[src/rtl/rxseg_pkg.sv]
package rxseg_pkg;

    // Bus is always 32 bits wide; a word is 2 or 4 byte lanes of it.
    localparam int BUS_W = 32;
    localparam int LANES = BUS_W / 8;

    typedef enum logic [1:0] {
        ST_IDLE = 2'd0,
        ST_RUN  = 2'd1,
        ST_DONE = 2'd2
    } gen_state_e;

    // Character kind codes on in_kind
    localparam logic [1:0] KIND_DATA = 2'b00;
    localparam logic [1:0] KIND_END  = 2'b01;

endpackage

[src/rtl/rxseg_word_fill.sv]
module rxseg_word_fill #(
    parameter int LANES = 4,
    localparam int CNT_W = $clog2(LANES + 1)
) (
    input  logic [LANES*8-1:0] acc,
    input  logic [CNT_W-1:0]   nbytes,
    input  logic               sext,
    output logic [LANES*8-1:0] word
);

    logic top_bit;

    // Top bit of the highest valid byte
    always_comb begin
        top_bit = 1'b0;
        for (int i = 0; i < LANES; i++) begin
            if (nbytes == CNT_W'(i + 1)) begin
                top_bit = acc[8*i+7];
            end
        end
    end

    for (genvar g = 0; g < LANES; g++) begin : g_lane
        assign word[8*g +: 8] = (CNT_W'(g) < nbytes) ? acc[8*g +: 8]
                                                      : {8{sext & top_bit}};
    end

endmodule

[src/rtl/rxseg_seg_addr.sv]
module rxseg_seg_addr #(
    parameter int ADDR_W = 16,
    parameter int LEN_W  = 16
) (
    input  logic [ADDR_W-1:0] base,
    input  logic [LEN_W-1:0]  len,
    input  logic [LEN_W-1:0]  count,
    output logic [ADDR_W-1:0] addr,
    output logic [LEN_W-1:0]  count_inc,
    output logic              last
);

    assign addr      = base + ADDR_W'(count);
    assign count_inc = count + 1'b1;
    assign last      = (count_inc == len);

endmodule

[src/rtl/rxseg_addrgen.sv]
module rxseg_addrgen
    import rxseg_pkg::*;
#(
    parameter int ADDR_W = 16,
    parameter int LEN_W  = 16
) (
    input  logic              clk,
    input  logic              rst_n,
    input  logic [ADDR_W-1:0] cfg_base,
    input  logic [LEN_W-1:0]  cfg_len,
    input  logic              cfg_wide,
    input  logic              cfg_sext,
    input  logic              cfg_multi,
    input  logic              arm,
    input  logic              in_valid,
    input  logic [7:0]        in_byte,
    input  logic [1:0]        in_kind,
    output logic              in_ready,
    output logic              mem_we,
    output logic [ADDR_W-1:0] mem_addr,
    output logic [BUS_W-1:0]  mem_wdata,
    output logic              done,
    output logic              done_irq,
    output logic              st_eep,
    output logic              st_ovf,
    output logic [LEN_W-1:0]  st_words
);

    localparam int LANE_W = $clog2(LANES);
    localparam int CNT_W  = $clog2(LANES + 1);

    typedef struct packed {
        gen_state_e        st;
        logic [ADDR_W-1:0] base;
        logic [LEN_W-1:0]  len;
        logic              wide;
        logic              sext;
        logic              multi;
        logic [LEN_W-1:0]  words;
        logic [LANE_W-1:0] lane;
        logic [BUS_W-1:0]  acc;
        logic              we;
        logic [ADDR_W-1:0] addr;
        logic [BUS_W-1:0]  wdata;
        logic              irq;
        logic              eep;
        logic              ovf;
    } regs_t;

    regs_t r_d, r_q;

    logic [BUS_W-1:0]  acc_ins;
    logic [BUS_W-1:0]  full_word;
    logic [BUS_W-1:0]  flush_word;
    logic [ADDR_W-1:0] cur_addr;
    logic [LEN_W-1:0]  words_inc;
    logic              seg_last;
    logic [LANE_W-1:0] last_lane;
    logic [CNT_W-1:0]  full_cnt;
    logic [CNT_W-1:0]  part_cnt;
    logic              is_data;
    logic              take;

    // Settings captured at arm, exposed for the checker
    logic wide_q, sext_q, multi_q;
    assign wide_q  = r_q.wide;
    assign sext_q  = r_q.sext;
    assign multi_q = r_q.multi;

    // Drop the incoming byte into its lane
    always_comb begin
        acc_ins = r_q.acc;
        acc_ins[8*r_q.lane +: 8] = in_byte;
    end

    assign last_lane = r_q.wide ? LANE_W'(LANES - 1) : LANE_W'(1);
    assign full_cnt  = CNT_W'(r_q.lane) + 1'b1;
    assign part_cnt  = CNT_W'(r_q.lane);

    rxseg_word_fill #(.LANES(LANES)) u_fill_full (
        .acc    (acc_ins),
        .nbytes (full_cnt),
        .sext   (r_q.sext),
        .word   (full_word)
    );

    rxseg_word_fill #(.LANES(LANES)) u_fill_part (
        .acc    (r_q.acc),
        .nbytes (part_cnt),
        .sext   (r_q.sext),
        .word   (flush_word)
    );

    rxseg_seg_addr #(.ADDR_W(ADDR_W), .LEN_W(LEN_W)) u_seg (
        .base      (r_q.base),
        .len       (r_q.len),
        .count     (r_q.words),
        .addr      (cur_addr),
        .count_inc (words_inc),
        .last      (seg_last)
    );

    assign in_ready = (r_q.st == ST_RUN);
    assign take     = in_valid && in_ready;
    assign is_data  = (in_kind == KIND_DATA);

    always_comb begin
        r_d     = r_q;
        r_d.we  = 1'b0;
        r_d.irq = 1'b0;
        case (r_q.st)
            ST_IDLE, ST_DONE: begin
                if (arm) begin
                    r_d.st    = ST_RUN;
                    r_d.base  = cfg_base;
                    r_d.len   = cfg_len;
                    r_d.wide  = cfg_wide;
                    r_d.sext  = cfg_sext;
                    r_d.multi = cfg_multi;
                    r_d.words = '0;
                    r_d.lane  = '0;
                    r_d.acc   = '0;
                    r_d.eep   = 1'b0;
                    r_d.ovf   = 1'b0;
                end
            end
            ST_RUN: begin
                if (take) begin
                    if (is_data) begin
                        if (r_q.lane == last_lane) begin
                            r_d.we    = 1'b1;
                            r_d.addr  = cur_addr;
                            r_d.wdata = full_word;
                            r_d.words = words_inc;
                            r_d.lane  = '0;
                            r_d.acc   = '0;
                            if (seg_last) begin
                                r_d.st  = ST_DONE;
                                r_d.irq = 1'b1;
                                r_d.ovf = !r_q.multi;
                            end
                        end else begin
                            r_d.acc  = acc_ins;
                            r_d.lane = r_q.lane + 1'b1;
                        end
                    end else begin
                        r_d.lane = '0;
                        r_d.acc  = '0;
                        if (r_q.lane != '0) begin
                            r_d.we    = 1'b1;
                            r_d.addr  = cur_addr;
                            r_d.wdata = flush_word;
                            r_d.words = words_inc;
                        end
                        if (!r_q.multi) begin
                            r_d.st  = ST_DONE;
                            r_d.irq = 1'b1;
                            r_d.eep = in_kind[1];
                        end else if ((r_q.lane != '0) && seg_last) begin
                            r_d.st  = ST_DONE;
                            r_d.irq = 1'b1;
                        end
                    end
                end
            end
            default: r_d.st = ST_IDLE;
        endcase
    end

    always_ff @(posedge clk or negedge rst_n) begin
        if (!rst_n) begin
            r_q <= '0;
        end else begin
            r_q <= r_d;
        end
    end

    assign mem_we    = r_q.we;
    assign mem_addr  = r_q.addr;
    assign mem_wdata = r_q.wdata;
    assign done      = (r_q.st == ST_DONE);
    assign done_irq  = r_q.irq;
    assign st_eep    = r_q.eep;
    assign st_ovf    = r_q.ovf;
    assign st_words  = r_q.words;

endmodule

[config.mk]
export PLATFORM = sky130hd
export DESIGN_NAME = rxseg_addrgen
export DESIGN_NICKNAME = d
export VERILOG_FILES = /design/src/rtl/rxseg_pkg.sv /design/src/rtl/rxseg_word_fill.sv /design/src/rtl/rxseg_seg_addr.sv /design/src/rtl/rxseg_addrgen.sv
export SDC_FILE = /design/constraint.sdc
export NUM_CORES = 1
export LEC_CHECK = 0
export ABC_AREA = 1
export BUFFER_PORTS_ARGS = -buffer_cell sky130_fd_sc_hd__buf_2
export CAP_MARGIN = 0
export CORE_UTILIZATION = 60
export CTS_CLUSTER_SIZE = 10
export DETAILED_ROUTE_END_ITERATION = 7
export GPL_TIMING_DRIVEN = 0
export PLACE_DENSITY = 0.85
export SLEW_MARGIN = 40
export SYNTH_ARGS = -nofsm -noshare
export SYNTH_HDL_FRONTEND = slang
export SYNTH_SLANG_ARGS = --single-unit
export TNS_END_PERCENT = 10
[constraint.sdc]
create_clock -name clk -period 4.8 [get_ports clk]
set_input_delay 0.24 -clock clk [delete_from_list [all_inputs] [get_ports clk]]
set_output_delay 0.24 -clock clk [all_outputs]
set_load 0.005 [all_outputs]
==> flow_metrics.py <==
metrics = {
    "placed_design": {
        "hpwl_mm": 16.5,
        "place.gp.congestion": 0.947,
        "numPortBuffers": 118,
    },
    "timing": {
        "finalHoldViolations": 0,
        "finalCriticalPeriod_ps": 3280,
        "worst_slew_pin_slew_ps": 768,
        "period_share_pct": 68.3,
        "timing.fmax_mhz": 305,
        "slew_headroom_pct": 48.8,
        "setup_viol": 0,
        "whs_ps": 2.23,
        "final.setup.tns_ps": 0,
        "slew_viol_final": 0,
        "rsz0062_at_grt": "false",
        "fin_skew_ps": 7.45,
    },
    "routing": {
        "wire_per_inst_um": 16.2,
        "drt-pass1-iter-count": 5,
        "vias": 7980,
        "drt_iter0_drc": 795,
        "antenna_left": 0,
        "drc": 0,
        "drt_wl_total_mm": 22.6,
        "vias_per_cell": 5.72,
    },
    "synthesis": {
        "synth_seq_cells": 139,
        "synth_seq_area_share_pct": 42.4,
        "syn-instance-count": 1066,
        "syn-cell-area_um2": 8210,
        "syn_area_per_cell_um2": 7.70,
        "synth_cell_type_count": 40,
        "syn-num-nets": 1140,
        "synth_warnings": 0,
    },
    "cts": {
        "cts_tree": "built",
        "cts_buffers": 17,
        "clock_tree.buffer_depth": 2,
        "clk_pin_slew_ps": 60,
        "cts_htree_levels": 4,
        "clk_latency_ps": 430,
        "cts_num_sinks": 139,
        "clockRootBuffer": "clkbuf_16",
        "cts.repair.resized": 0,
        "ctsHoldBuffers": 1,
        "postCtsSetupRepairBufs": 0,
    },
    "worst_setup_path": {
        "crit_required_ps": 5160,
        "cp-start-kind": "register",
        "r2r.worst_path.cells": 14,
        "cp_data_arrival_time_ps": 3630,
        "crit_fanout": 13,
        "worstSetupPathType": "reg2reg",
        "critPathLaunch": "part_cnt[0]",
        "cp-end-kind": "register",
        "rr_startpoint": "part_cnt[0]",
    },
    "die": {
        "start_util_pct": 61.7,
        "die_h_um": 119,
        "die_x_um": 119,
        "pin_count": 119,
        "die-area_um2": 14200,
        "rows": 42,
        "core_area_um2": 13300,
    },
    "status": {
        "outcome": "completed",
    },
    "min_path": {
        "hp-class": "in2reg",
        "worstHoldStart": "cfg_base[15]",
        "hold-path-cell-count": 3,
    },
    "pwr": {
        "power_density_nw_per_um2": 615,
        "swShare_pct": 41.3,
        "p_int_uw": 3480,
        "seq_power_share_pct": 32.5,
        "vdd_drop_max_v": 0.000291,
        "clock_power_share_pct": 21.9,
        "combPwrFrac_pct": 45.6,
        "leakagePower_uw": 0.00480,
        "power.switching_uw": 2450,
        "total_power_uw": 5930,
    },
    "global_route": {
        "grt_usage_pct": 33.7,
        "antenna_found_initial": 0,
        "overflow": 0,
        "grt_pass1_vias": 7401,
        "grt_max_degree": 73,
        "grt_pass1_wl_mm": 37.1,
    },
    "flow_run": {
        "cap_violations": 0,
    },
    "final_layout": {
        "drive_gt1_share_pct": 21.1,
        "syn_to_final_growth_pct": 17.6,
        "antennaDiodeCount": 0,
        "fin_nets": 1279,
    },
}
## final cells by class
class	instances	area, µm²
multi-input combinational	736	3760
fill	1091	3650
sequential	139	3480
timing repair buffer	120	638
buffer	101	636
clock buffer	18	439
inverter	90	338
tap	176	220
clock inverter	14	144
## final timing paths
kind,slack (ps),end
worst max-delay path,1520,mem_wdata[12]
worst min-delay path,2,r_q[136]
worst max register to register,1520,mem_wdata[12]
worst min register to register,470,st_ovf
max in group asynchronous,3720,mem_addr[11]
min in group asynchronous,350,r_q[120]
## metrics by stage
stage / worst slack, ps / area, µm² / utilization (%) / instances
6_report: 1520 / 9650 / 72.6 / 1394
3_5_place_dp: 1650 / 9060 / 68.1 / 1361
5_1_grt: 1340 / 9650 / 72.6 / 1394
3_3_place_gp: 1580 / 9020 / 67.8 / 1360
2_1_floorplan: 2420 / 8210 / - / 1066
4_1_cts: 1620 / 9650 / 72.6 / 1394
## critical path, stage by stage (launching register included)
cell,delay [ps]
dfrtp_1,490
inv_1,190
clkbuf_1,510
ha_1,400
inv_1,130
nand4_1,170
nor2_1,220
o21ai_0,100
nand2_1,70
nand2_1,50
nand2_1,60
nand3_1,180
nand2_1,330
nand3_1,120
a21oi_1,180
## cell families after synthesis
logic type	after synthesis	share of synthesized area, %
flip-flops	139	42.4
buffers and inverters	191	11.9
AND/OR/NAND/NOR	475	25.1
AO/OA/AOI/OAI	224	15.5
XOR/XNOR	12	1.28
adder cells (fa/ha/maj)	25	3.90
## cells in the mapped netlist
cell	n	area, µm²
o2111ai_1	1	8.76
o211ai_1	1	7.51
a22oi_1	21	158
clkinv_1	2	7.51
or2_2	1	6.26
a31oi_1	1	6.26
a21boi_0	1	7.51
a32oi_1	7	61.3
a22o_1	1	8.76
nand2_2	5	31.3
nand3_2	5	50.1
nor3_4	1	16.3
nand3_1	95	475
nand3b_1	3	22.5
buf_1	2	7.51
buf_4	64	480
nor2_2	4	25.0
nor2_1	84	315
o22ai_1	30	188
o21ai_2	1	8.76
o31ai_1	2	15.0
a211o_1	1	8.76
clkbuf_1	22	82.6
nand4_1	8	50.1
xor2_1	6	52.6
nor2_4	6	67.6
inv_2	5	18.8
nor3_1	3	15.0
xnor2_1	6	52.6
dfrtp_1	139	3480
o21ai_1	2	10.0
o21ai_0	69	345
fa_1	1	20.0
ha_1	24	300
a21oi_1	82	410
a21o_1	4	30.0
inv_1	83	312
buf_2	13	65.1
nor3_2	1	10.0
nand2_1	259	972
## layout by cell type (no fill, tap or decap), types with 30 or more instances in the layout
cell type  netlist  layout
buf_4           64      64
inv_1           83      83
dfrtp_1        139     139
nand2_1        259     259
o21ai_0         69      69
nand3_1         95      95
buf_2           13     130
nor2_1          84      84
a21oi_1         82      82
o22ai_1         30      30
## flip-flops by register name (all words and copies together) (netlist names)
register,cells
r_q,66
mem_wdata,32
mem_addr,16
st_words,16
part_cnt,2
done_irq,1
mem_we,1
multi_q,1
sext_q,1
st_eep,1
st_ovf,1
wide_q,1
## metal layers
layer / part of all wire (%) / wire length [µm] / GRT usage [%]
met1: 43 / 9690 / 48.5
met4: 2.3 / 530 / 12.2
met3: 9.6 / 2160 / 6.23
met2: 45 / 10200 / 51.2
met5: 0 / 0 / 0
## power by group through the flow
stage | logic, µW | registers [µW] | clock network, µW
final | 2700 | 1930 | 1300
after global routing | 3020 | 1980 | 1350
after CTS | 2680 | 1920 | 1300
after detailed placement | 2640 | 1940 | 0
after global placement | 2580 | 1920 | 0
after floorplan | 1900 | 1830 | 0
Power figures use the tool's default switching activity.
